[src/rtl/vshr_pkg.sv]
package vshr_pkg;
  localparam int VEC_W = 256;
  localparam int SEG_W = 64;
  localparam int NSEG  = VEC_W / SEG_W;
  typedef enum logic {LANE32 = 1'b0, LANE64 = 1'b1} lane_e;
endpackage

[src/rtl/vshr_lane.sv]
module vshr_lane #(
  parameter int W = 32
) (
  input  logic [W-1:0] d,
  input  logic [W-1:0] c,
  output logic [W-1:0] q
);
  localparam int LOG = $clog2(W);

  logic [W-1:0] stage [LOG+1];
  logic         over;

  assign stage[0] = d;
  for (genvar s = 0; s < LOG; s++) begin : g_stage
    assign stage[s+1] = c[s] ? (stage[s] >> (1 << s)) : stage[s];
  end

  // any bit at or above LOG means the count is at least W
  assign over = |c[W-1:LOG];
  assign q    = over ? '0 : stage[LOG];

  always_comb begin
    if (c == '0) begin
      assert_zero_count_identity_R5: assert (q == d);
    end
    if (c >= W) begin
      assert_range_clears_R3: assert (q == '0);
    end
  end
endmodule

[src/rtl/vshr_seg.sv]
module vshr_seg
  import vshr_pkg::*;
#(
  parameter int SW = SEG_W
) (
  input  lane_e          mode,
  input  logic [SW-1:0]  d,
  input  logic [SW-1:0]  c,
  output logic [SW-1:0]  q
);
  localparam int HW = SW / 2;

  logic [HW-1:0] q_lo, q_hi;
  logic [SW-1:0] q_wide;

  vshr_lane #(.W(HW)) u_lo   (.d(d[HW-1:0]),  .c(c[HW-1:0]),  .q(q_lo));
  vshr_lane #(.W(HW)) u_hi   (.d(d[SW-1:HW]), .c(c[SW-1:HW]), .q(q_hi));
  vshr_lane #(.W(SW)) u_wide (.d(d),          .c(c),          .q(q_wide));

  assign q = (mode == LANE64) ? q_wide : {q_hi, q_lo};

  always_comb begin
    if (mode == LANE64 && c >= SW) begin
      assert_wide_range_R4: assert (q == '0);
    end
  end
endmodule

[src/rtl/vshr_top.sv]
module vshr_top
  import vshr_pkg::*;
(
  input  logic             clk,
  input  logic             rst_n,
  input  logic             in_valid,
  input  logic             elem64,
  input  logic             len256,
  input  logic [VEC_W-1:0] data,
  input  logic [VEC_W-1:0] count,
  output logic [VEC_W-1:0] result,
  output logic             out_valid
);
  localparam int HALF = NSEG / 2;

  lane_e            mode;
  logic [VEC_W-1:0] shifted;

  assign mode = elem64 ? LANE64 : LANE32;

  for (genvar g = 0; g < NSEG; g++) begin : g_seg
    logic [SEG_W-1:0] q_seg;
    vshr_seg #(.SW(SEG_W)) u_seg (
      .mode (mode),
      .d    (data [g*SEG_W +: SEG_W]),
      .c    (count[g*SEG_W +: SEG_W]),
      .q    (q_seg)
    );
    if (g < HALF) begin : g_low
      assign shifted[g*SEG_W +: SEG_W] = q_seg;
    end else begin : g_high
      assign shifted[g*SEG_W +: SEG_W] = len256 ? q_seg : '0;
    end
  end

  always_ff @(posedge clk) begin
    if (!rst_n) begin
      result    <= '0;
      out_valid <= 1'b0;
    end else begin
      out_valid <= in_valid;
      if (in_valid) result <= shifted;
    end
  end

  assert_valid_follows_R8: assert property (@(posedge clk) disable iff (!rst_n)
    in_valid |=> out_valid);
  assert_valid_drops_R8: assert property (@(posedge clk) disable iff (!rst_n)
    !in_valid |=> !out_valid);
  assert_hold_when_idle_R8: assert property (@(posedge clk) disable iff (!rst_n)
    !in_valid |=> $stable(result));
  assert_upper_cleared_R6: assert property (@(posedge clk) disable iff (!rst_n)
    (in_valid && !len256) |=> (result[VEC_W-1:VEC_W/2] == '0));
  assert_lane0_zero_count_R5: assert property (@(posedge clk) disable iff (!rst_n)
    (in_valid && !elem64 && count[31:0] == '0) |=> (result[31:0] == $past(data[31:0])));
endmodule

[config.mk]
export PLATFORM = sky130hd
export DESIGN_NAME = vshr_top
export DESIGN_NICKNAME = d
export VERILOG_FILES = /design/src/rtl/vshr_pkg.sv /design/src/rtl/vshr_lane.sv /design/src/rtl/vshr_seg.sv /design/src/rtl/vshr_top.sv
export SDC_FILE = /design/constraint.sdc
export NUM_CORES = 2
export LEC_CHECK = 0
export BUFFER_PORTS_ARGS = -buffer_cell sky130_fd_sc_hd__buf_2
export CAP_MARGIN = 30
export CORE_MARGIN = 3
export CORE_UTILIZATION = 48
export DETAILED_ROUTE_END_ITERATION = 7
export MAX_ROUTING_LAYER = met4
export PLACE_DENSITY_LB_ADDON = 0.08
export SETUP_SLACK_MARGIN = 0.02
export SLEW_MARGIN = 20
export SYNTH_ARGS = -nofsm -noshare
export SYNTH_HDL_FRONTEND = slang
export SYNTH_HIERARCHICAL = 1
export SYNTH_SLANG_ARGS = --single-unit
[constraint.sdc]
create_clock -name clk -period 3.15 [get_ports clk]
set_clock_uncertainty 0.05 [all_clocks]
set_input_delay 0.7875 -clock clk [delete_from_list [all_inputs] [get_ports clk]]
set_output_delay 0.7875 -clock clk [all_outputs]
set_load 0.01 [all_outputs]
==> results.yml <==
placed_design:
  dp_slack_ns: -0.937
  hpwlAfterDp_um: 197000
  io_buffers: 773
  gp_congestion: 1.10
timing:
  hold_viol: 0
  min_period_ns: 3.02
  setup_viol: 0
  slew_viol_final: 0
  tightestPinTransition_ns: 0.880
  slew_headroom_pct: 41.3
  fin_crit_sh_pct: 96.0
  layout_setup_ws_ns: 0.127
  rsz0062_at_grt: "false"
  fmax_mhz: 331
power:
  p_per_area_nw_per_um2: 266
  p_leak_uw: 0.0270
  peakVddDrop_v: 0.000428
cts:
  cts_sinks: 257
  clk_latency_ns: 0.62
  clock_path_buffers: 3
  cts_tree: "done"
  cts-htree-levels: 2
  holdBufCountCts: 0
  post_cts_buffers: 0
  numCtsBuffers: 37
  clk_pin_slew_ns: 0.06
  cts_root_buf: "clkbuf_16"
route:
  vias: 56512
  drtIter0Drc: 7221
  first_pass_iters: 8
  drc: 32
  wl_um: 245000
  detail-route-antenna-nets: 0
  met3WireLength_um: 25500
  via_per_inst: 6.65
  top_layer_used: "met4"
  drt-met1-wl_um: 91000
  met2_length_um: 108000
  routedWlPerCell_um: 28.8
setup_path:
  crit_top_cell: "buf_4"
  critPathKind: "input pin to register"
  critical_path.cell_chain: "buf_2 > nor4_1 > nand4_1 > or4_1 > buf_4 > buf_4 > nor2_1 > a221o_1 > mux2_4 > mux2i_1 > nor2b_1"
  cp_slowest_cell: "nor4_1"
  crit_fanout: 12
  endpoint_kind: "register"
  cp.required_ns: 3.66
  startpoint_type: "input pin"
  max_stage_delay_ns: 0.62
  worst_ep_arrival_time_ns: 3.53
floorplanning:
  die_h_um: 322
  core-area_um2: 98700
  die_area_um2: 104000
  initial_utilization_pct: 48.6
  row_count: 115
  die-width_um: 322
  io_pins: 774
global_route:
  grt_max_degree: 86
  grt_pass1_vias: 54211
  grt_overflow_total: 0
  grt_pass1_wl_um: 351000
  antenna_found_initial: 14
  grt_usage_pct: 46.0
logic_synthesis:
  async_flop_share_pct: 0
  yosysWarnings: 6
  muxShareOfSynthArea_pct: 43.0
  yosys.area_share.simple_pct: 19.7
  yosys.area_share.adder_pct: 0
  synth_xor_area_share_pct: 0
  synth-seq-cells: 257
  synth_nets: 6066
  synth-edff-count: 0
  synth_cell_type_count: 75
  netlist_instances: 5549
  yosysSeqAreaShare_pct: 10.7
  ys.flop_type: "dfxtp_1"
  avgSynthCellArea_um2: 8.64
  synth_compound_area_share_pct: 18.1
  synth_top_family_by_area: "multiplexers"
  netlist_area_um2: 47900
layout:
  utilization_pct: 62.6
  fillers: 8810
  multi_input_area_um2: 38800
  layout-drive-gt1-share_pct: 44.0
  register_area_um2: 5140
  fin_nets: 7697
  final_common_cell: "buf_4"
  layout-area-overhead-vs-synth_pct: 28.8
  mostFrequentLayoutCells: "buf_4, buf_2, mux2i_1"
status:
  violations: "design-rule violations"
  outcome: "complete, but fails checks"
flow_run:
  maxCapViolCount: 0
min_path:
  min_path_type: "register to register"
-- cell type report --
cell class	instances	area share, %
repair buffers	2110	23.9
flip-flops and latches	257	8.33
multi-input cells	4746	62.9
diodes	11	0.0446
clock buffers	46	1.70
clock inverters	19	0.312
well taps	1287	2.61
inverters	28	0.170
-- worst paths after layout --
path | start | end | slack (ns) | cells past startpoint
min reg2reg | result[167]$_SDFFE_PN0P_ | result[167]$_SDFFE_PN0P_ | 0.43 | 2
min | result[167]$_SDFFE_PN0P_ | result[167]$_SDFFE_PN0P_ | 0.43 | 2
max reg2reg | result[137]$_SDFFE_PN0P_ | result[137]$_SDFFE_PN0P_ | 2.05 | 2
max | count[70] | result[81]$_SDFFE_PN0P_ | 0.13 | 11
-- critical path: cells and delay by family --
| family | cells | cell delay (ns) |
|---|---|---|
| buf+inv | 3 | 0.48 |
| compound gates | 1 | 0.24 |
| mux | 2 | 0.22 |
| simple gates | 5 | 1.80 |
-- synthesized netlist by cell type (32+ instances only) --
| master | n | area share (%) |
|---|---|---|
| a22o_1 | 36 | 0.66 |
| a31oi_1 | 32 | 0.42 |
| and3_1 | 36 | 0.47 |
| a21oi_1 | 184 | 1.9 |
| mux2_4 | 240 | 7.5 |
| mux2_2 | 396 | 9.3 |
| nand3_1 | 60 | 0.63 |
| a221oi_1 | 36 | 0.66 |
| nand3b_1 | 128 | 2.0 |
| o21ai_1 | 80 | 0.84 |
| a211oi_1 | 44 | 0.69 |
| o21ai_0 | 240 | 2.5 |
| nor2_1 | 600 | 4.7 |
| o22a_1 | 36 | 0.66 |
| nor4_1 | 124 | 1.6 |
| mux2i_1 | 628 | 13 |
| mux4_1 | 32 | 1.8 |
| and2_1 | 53 | 0.69 |
| o22ai_1 | 300 | 3.9 |
| mux4_2 | 232 | 11 |
| nor3_1 | 52 | 0.54 |
| nand2b_1 | 72 | 0.94 |
| clkbuf_1 | 137 | 1.1 |
| dfxtp_1 | 257 | 11 |
| nor2b_1 | 180 | 2.3 |
| clkbuf_8 | 48 | 1.4 |
| buf_2 | 134 | 1.4 |
| buf_4 | 62 | 0.97 |
| a22oi_1 | 92 | 1.4 |
| nand2_1 | 436 | 3.4 |
| buf_12 | 39 | 1.6 |
| buf_6 | 56 | 1.3 |
-- state kept, by name, summed over array words and instances, names as in the netlist --
name	cells
out_valid	1
result	256
-- cells by family after synthesis --
logic type             count (synthesis)
and+or+nand+nor                     1890
muxes                               1544
AOI/OAI and AO/OA                   1312
buffers and inverters                546
DFF                                  257
-- where the power goes --
group | switching [µW] | internal (µW) | total, µW
registers | 7.94 | 3260 | 3270
clock network | 1990 | 2560 | 4560
logic | 4680 | 3950 | 8630
-- routing by layer --
layer,track usage [%],vias up
li1,-,24640
met1,54.0,26979
met4,30.4,0
met3,9.73,993
met5,-,-
met2,71.0,3900
-- timing repair --
| item | 4_1_cts | 5_1_grt |
|---|---|---|
| pin swaps | 0 | 2 |
| endpoints found under the setup margin | 61 | 53 |
| gates resized for setup | 3 | 12 |
-- stage by stage --
| stage | power, µW | setup TNS, ns | cell area [µm²] | hold slack, ns | cells |
|---|---|---|---|---|---|
| floorplan | 7880 | 0 | 47900 | 0.455 | 5549 |
| global placement | 11600 | -91.83 | 60400 | 0.409 | 8428 |
| detailed placement | 11600 | -104.47 | 60400 | 0.419 | 8428 |
| CTS | 16200 | 0 | 61700 | 0.434 | 8493 |
| global route | 16900 | 0 | 61700 | 0.462 | 8504 |
| finish | 16500 | 0 | 61700 | 0.434 | 8504 |
Note: power is estimated with default switching activity, not from simulation.
